===== src/rtl/rp_irq_route.sv =====
module rp_irq_route (
  input  logic clk,
  input  logic rst_n,
  input  logic msi_en,
  input  logic lnk_msi_mask,
  input  logic err_msi_mask,
  input  logic serr_fatal_en,
  input  logic serr_nonfatal_en,
  input  logic serr_corr_en,
  input  logic lnk_bw_chg,
  input  logic lnk_mgmt_chg,
  input  logic err_fatal,
  input  logic err_nonfatal,
  input  logic err_corr,
  output logic msi_req,
  output logic serr_fatal,
  output logic serr_nonfatal,
  output logic serr_corr
);

  logic       en_q, lmask_q, emask_q;
  logic [2:0] sen_q;
  logic [1:0] lnk_q;
  logic [2:0] err_q;

  logic [1:0] lnk_now;
  logic [2:0] err_now;
  logic [1:0] lnk_rise;
  logic [2:0] err_rise;
  logic       lnk_msi, err_msi;

  assign lnk_now  = {lnk_bw_chg, lnk_mgmt_chg};
  assign err_now  = {err_fatal, err_nonfatal, err_corr};
  assign lnk_rise = lnk_now & ~lnk_q;
  assign err_rise = err_now & ~err_q;

  assign lnk_msi = (|lnk_rise) & ~lmask_q;
  assign err_msi = (|err_rise) & ~emask_q;

  always_ff @(posedge clk) begin
    if (!rst_n) begin
      en_q          <= 1'b0;
      lmask_q       <= 1'b0;
      emask_q       <= 1'b0;
      sen_q         <= '0;
      lnk_q         <= '0;
      err_q         <= '0;
      msi_req       <= 1'b0;
      serr_fatal    <= 1'b0;
      serr_nonfatal <= 1'b0;
      serr_corr     <= 1'b0;
    end else begin
      en_q          <= msi_en;
      lmask_q       <= lnk_msi_mask;
      emask_q       <= err_msi_mask;
      sen_q         <= {serr_fatal_en, serr_nonfatal_en, serr_corr_en};
      lnk_q         <= lnk_now;
      err_q         <= err_now;
      msi_req       <= en_q & (lnk_msi | err_msi);
      serr_fatal    <= err_rise[2] & sen_q[2];
      serr_nonfatal <= err_rise[1] & sen_q[1];
      serr_corr     <= err_rise[0] & sen_q[0];
    end
  end

  // reset clears every output
  p_reset_quiet_r1: assert property (@(posedge clk)
    !rst_n |=> !msi_req && !serr_fatal && !serr_nonfatal && !serr_corr);

  // MSI only while enable was registered high
  p_msi_needs_en_r5: assert property (@(posedge clk) disable iff (!rst_n)
    msi_req |-> $past(en_q));

  // masked link path means an error edge caused the MSI
  p_lnk_mask_r3: assert property (@(posedge clk) disable iff (!rst_n)
    (msi_req && $past(lmask_q)) |-> $past(|err_rise));

  // masked error path means a link edge caused the MSI
  p_err_mask_r4: assert property (@(posedge clk) disable iff (!rst_n)
    (msi_req && $past(emask_q)) |-> $past(|lnk_rise));

  // each system error needs its own enable and an edge of its class
  p_serr_fatal_en_r6: assert property (@(posedge clk) disable iff (!rst_n)
    serr_fatal |-> $past(sen_q[2]) && $past(err_fatal));
  p_serr_nonfatal_en_r6: assert property (@(posedge clk) disable iff (!rst_n)
    serr_nonfatal |-> $past(sen_q[1]) && $past(err_nonfatal));
  p_serr_corr_en_r6: assert property (@(posedge clk) disable iff (!rst_n)
    serr_corr |-> $past(sen_q[0]) && $past(err_corr));

  // one pulse per edge, never two in a row
  p_fatal_single_r9: assert property (@(posedge clk) disable iff (!rst_n)
    serr_fatal |=> !serr_fatal);
  p_nonfatal_single_r9: assert property (@(posedge clk) disable iff (!rst_n)
    serr_nonfatal |=> !serr_nonfatal);
  p_corr_single_r9: assert property (@(posedge clk) disable iff (!rst_n)
    serr_corr |=> !serr_corr);

endmodule


===== config.mk =====
export PLATFORM = sky130hd
export DESIGN_NAME = rp_irq_route
export DESIGN_NICKNAME = d
export VERILOG_FILES = /design/src/rtl/rp_irq_route.sv
export SDC_FILE = /design/constraint.sdc
export NUM_CORES = 1
export LEC_CHECK = 0
export CORE_AREA = 2 2 39 41
export CTS_BUF_LIST = sky130_fd_sc_hd__clkbuf_4
export CTS_CLUSTER_DIAMETER = 150
export DETAILED_ROUTE_END_ITERATION = 6
export DIE_AREA = 0 0 41 43
export PLACE_DENSITY = 0.77
export SLEW_MARGIN = 15
export SYNTH_ARGS = -nofsm -noshare
export SYNTH_HDL_FRONTEND = slang
export SYNTH_SLANG_ARGS = --single-unit
export TNS_END_PERCENT = 100

===== constraint.sdc =====
create_clock -name clk -period 0.8 [get_ports clk]
set_input_delay 0.12 -clock clk [delete_from_list [all_inputs] [get_ports clk]]
set_output_delay 0.12 -clock clk [all_outputs]
set_load 0.01 [all_outputs]

# [Yosys cells after proc, flatten, opt, wreduce, memory -nomap -nowiden]
# Index checks and enable logic that the tools add are counted.
[word_totals] ff_bits=15 latchBits=0 mem_bits_rw=0 mem_bits_ro=0 in_bits=13 output_inout_bits=4 elab_cells=25 mem_count=0
[classes] add_sub_neg=0 multipliers=0 div=0 n_lt_le_gt_ge=0 eq_ne=0 shifts=0 muxes=0 bitwise_logic=13 reduce_logical=2
[op_table] operator="$and A1 B1 Y1" count=6
[op_table] operator="$and A3 B3 Y3" count=1
[op_table] operator="$not A3 Y3" count=1
[op_table] operator="$reduce_or A3 Y1" count=1
[op_table] operator="$and A2 B2 Y2" count=1
[op_table] operator="$not A1 Y1" count=2
[op_table] operator="$not A2 Y2" count=1
[op_table] operator="$reduce_or A2 Y1" count=1
[op_table] operator="$or A1 B1 Y1" count=1

# [Logic depth before layout (Yosys ltp)]
# Gate-level depths: netlist of the first run.
[depth] ltp_word=6 ltp_mapped=3 depth_no_buf=3

# [Worst setup path before layout of the first run]
# Ideal clock, no wire load.
[synth_path] kind="register to register" startpoint="reg err_q[1]" endpoint="reg msi_req" setup_ns=0.127 t_arrival_ns=0.582 required_time_ns=0.673 slack_ns=0.092 path_stages_with_launch=4 n_path_buf=0 synth_period_minus_slack_ns=0.708 cell_sequence="dfxtp_1 > nor2b_1 > nor3_1 > o32ai_1"
[synth_between] elab_chain_cells=6
[synth_rtl] element="from (decl)" line_no="24" rtl="logic [2:0] err_q;"
[synth_rtl] element="from (signal assigned)" line_no="58" rtl="err_q <= err_now;"
[synth_rtl] element="$not A3 Y3" line_no="35" rtl="assign err_rise = err_now & ~err_q;"
[synth_rtl] element="$and A3 B3 Y3" line_no="35"
[synth_rtl] element="$reduce_or A3 Y1" line_no="38" rtl="assign err_msi = (|err_rise) & ~emask_q;"
[synth_rtl] element="$and A1 B1 Y1" line_no="38"
[synth_rtl] element="$or A1 B1 Y1" line_no="59" rtl="msi_req <= en_q & (lnk_msi | err_msi);"
[synth_rtl] element="$and A1 B1 Y1" line_no="59"
[synth_rtl] element="to (signal assigned)" line_no="59"
[synth_rtl] element="to (decl)" line_no="15" rtl="output logic msi_req,"
# No other way between the ends.
# A chain may end at the register's enable or synchronous reset.

# [Worst setup path in the final report of the first run]
[layout_path] startpoint="reg msi_req" endpoint="out msi_req"
# No word-level cell between the ends.

==> results of run 1 <==
[area by class of cell]
| cell class | count | area share, % |
|---|---|---|
| Timing Repair Buffer | 17 | 22.6 |
| Sequential cell | 15 | 43.9 |
| Clock inverter | 1 | 1.08 |
| Inverter | 2 | 1.08 |
| Clock buffer | 3 | 3.25 |
| Multi-Input combinational cell | 22 | 25.3 |
| Tap cell | 16 | 2.89 |
[worst min-delay path: stages]
cell and delay, ps:
dlymetal6s2s_1 140, nand2_2 80, o32ai_2 80
[sequential cells by signal, indices dropped and copies added (netlist names)]
| name | count |
|---|---|
| serr_nonfatal | 1 |
| lmask_q | 1 |
| lnk_q | 2 |
| en_q | 1 |
| serr_corr | 1 |
| sen_q | 3 |
| serr_fatal | 1 |
| err_q | 3 |
| msi_req | 1 |
| emask_q | 1 |
[cells in the mapped netlist, drive strengths merged]
cell type	instances
a22oi	1
and2	11
and3	3
clkbuf	1
dfxtp	15
inv	2
nand2	1
nor2b	3
nor3	1
o32ai	1
or2	1
[logic make-up after synthesis]
| kind of cell | share of synthesized area, % |
|---|---|
| AOI/OAI and AO/OA | 3.58 |
| DFF | 66.1 |
| and+or+nand+nor | 27.8 |
| buffers and inverters | 2.48 |
[timing repair]
item,4_1_cts,5_1_grt
gates resized for setup,20,9
hold endpoints to repair,0,0
setup endpoints to repair,5,5
pin swaps,2,2
[routing by layer]
metal | share of wire, % | routed length (um)
met1 | 44 | 312
met2 | 51 | 356
met3 | 5.1 | 36
met4 | 0 | 0
met5 | 0 | 0
[worst min path at each step]
stage	end	slack (ps)	startpoint
finish	msi_req$_SDFF_PN0_	170	rst_n
global route	msi_req$_SDFF_PN0_	170	rst_n
CTS	sen_q[1]$_SDFF_PN0_	380	serr_nonfatal_en
detailed placement	msi_req$_SDFF_PN0_	440	lmask_q$_SDFF_PN0_
global placement	msi_req$_SDFF_PN0_	430	lmask_q$_SDFF_PN0_
floorplan	err_q[0]$_SDFF_PN0_	240	err_corr
[power by group through the flow]
stage	logic, mW	registers [mW]	clock network (mW)
after floorplan	0.0428	0.809	0
after global placement	0.128	0.808	0
after detailed placement	0.130	0.809	0
after CTS	0.131	0.793	0.458
after global routing	0.155	0.800	0.494
final	0.140	0.797	0.447
[stage by stage]
step / power (mW) / worst slack, ps
final: 1.38 / -41.0
after global routing: 1.45 / -78.9
after CTS: 1.38 / -53.5
after detailed placement: 0.939 / -309
after global placement: 0.935 / -275
after floorplan: 0.852 / 91.5
==> run summary, run 1 <==
outcome -> finished with violations
violated checks -> setup timing
CTS H-tree lvls -> 1
YS warnings -> 0
FMAX -> 1.19 GHz
area of the multi-input gates -> 175 um2
chip height -> 43 um
placed instance area -> 638 um2
Mapped Area -> 454 um2
Comb power frac -> 10.1%
Crit path buffers/inverters -> 1
most frequent cells in the layout -> dfxtp_1 (12), clkdlybuf4s50_1 (11), and2_1 (10)
CTS buffer count -> 3
Post-CTS Setup Bufs -> 0
CP Depth -> 1
fin util -> 50.1%
Setup crit start -> msi_req$_SDFF_PN0_
final setup TNS -> -135 ps
reg2reg path depth -> 3
final cell count without fillers -> 76
clock-pin slew on the worst setup and hold paths -> 90 ps
Area Overhead vs Synth -> 52.6%
Synth area leaders -> dfxtp_1 (66%), and2_1 (14%), and3_2 (5.0%)
Final Setup Violations -> 4
minimum clock period -> 841 ps
crit end category -> output pin
largest area contributor in the synthesized netlist -> dfxtp_1
FF/Latch Area -> 304 um2
largest net degree at the start of global routing -> 15
first-pass GRT wire length -> 1130 um
Skew-Pair Late Insertion Delay -> 280 ps
Filler cells -> 146
initial antenna violation count -> 0
routed len/inst -> 9.26 um
Net Sw Power -> 0.312 mW
slew margin rel. -> 86.0%
Max clock buf depth -> 2
sequential power share -> 57.6%
pwr dens -> 2000 nW/um2
Most Crowded Layer GR -> met2
Pleak -> 0.306 nW
Placer Congestion -> 0.649
initial core utilization -> 32.8%
post-route setup slack -> -41.0 ps
Max stage delay on crit path -> 330 ps
GR Util met3 -> 1.57%
Fin. Hold Viols -> 0
cell count after placement -> 72
worst-case vdd ir drop -> 0.000800 V
drt first-iter violations -> 2
CTS tree -> built
routed wire length -> 704 um
vias -> 310
I/O pin cnt -> 17
crit path DAT -> 720 ps
Hold/Removal Path Class -> input port to flip-flop
commonest non-fill, non-tap cell in the layout -> dfxtp_1
sequential area share after synthesis -> 66.1%
Cells after Synth -> 40
critical path type -> flip-flop to output pin
chip width -> 41 um
CP cell instances -> buf_6
crit share post-route -> 105%
met1 Use GR -> 12.2%
skew final -> 1.30 ps
RSZ-0062 raised after global routing -> true
Clock Power Share -> 32.3%
synth unique cells -> 12
# hold bufs at CTS -> 0
Post-Syn Nets -> 53
DRC -> 0
sw frac -> 22.6%
ANT nets after route -> 0
Setup crit end -> msi_req
# diodes -> 0
Worst Tran Pin Value -> 210 ps
clk sinks -> 15
1st-pass router iterations -> 4
met2 Use GR -> 13.4%
Pins Over Slew Limit -> 0
Yosys reg bits -> 15
vias in the first global route -> 295
reg2reg setup slack -> 10 ps
clock root cell -> clkbuf_4
Int Power -> 1.07 mW
Syn Area/Cell -> 11.4 um2
port bufs -> 16
final instance area -> 693 um2
crit path max fanout -> 1
Total Routing Usage GR -> 9.31%
CP max-delay cell -> dfxtp_2
drt via density -> 4.08
nets@finish -> 74
CP top delay family -> flip-flops
# rows -> 14
share of the synthesized area in the top cell type -> 66.1%
share of cells above drive strength 1 -> 36.7%
worst r2r src -> err_q[1]$_SDFF_PN0_
hold-critical path depth -> 3
startpoint types -> flip-flop
Min Hold Slack -> 166 ps
Max Cap Viol -> 0
Congestion Overflow GR -> 0
Die ar. -> 1760 um2
worst reg2reg endpoint -> msi_req$_SDFF_PN0_
Req. time, crit path -> 680 ps
core footprint -> 1380 um2
Power figures use the tool's default switching activity.
==> run 2: changes to the inputs <==
CAP_MARGIN = 5   (was not set)
CTS_CLUSTER_DIAMETER = 30   (was 150)
==> results of run 2 <==
No change in the layout: final DEF, timing and power equal those of run 1.
==> run 3: changes to the inputs <==
CTS_BUF_LIST = sky130_fd_sc_hd__clkbuf_2 sky130_fd_sc_hd__clkbuf_4 sky130_fd_sc_hd__clkbuf_8   (was sky130_fd_sc_hd__clkbuf_4)
CTS_CLUSTER_SIZE = 10   (was not set)
==> results of run 3 <==
No change in the layout: final DEF, timing and power equal those of run 1.
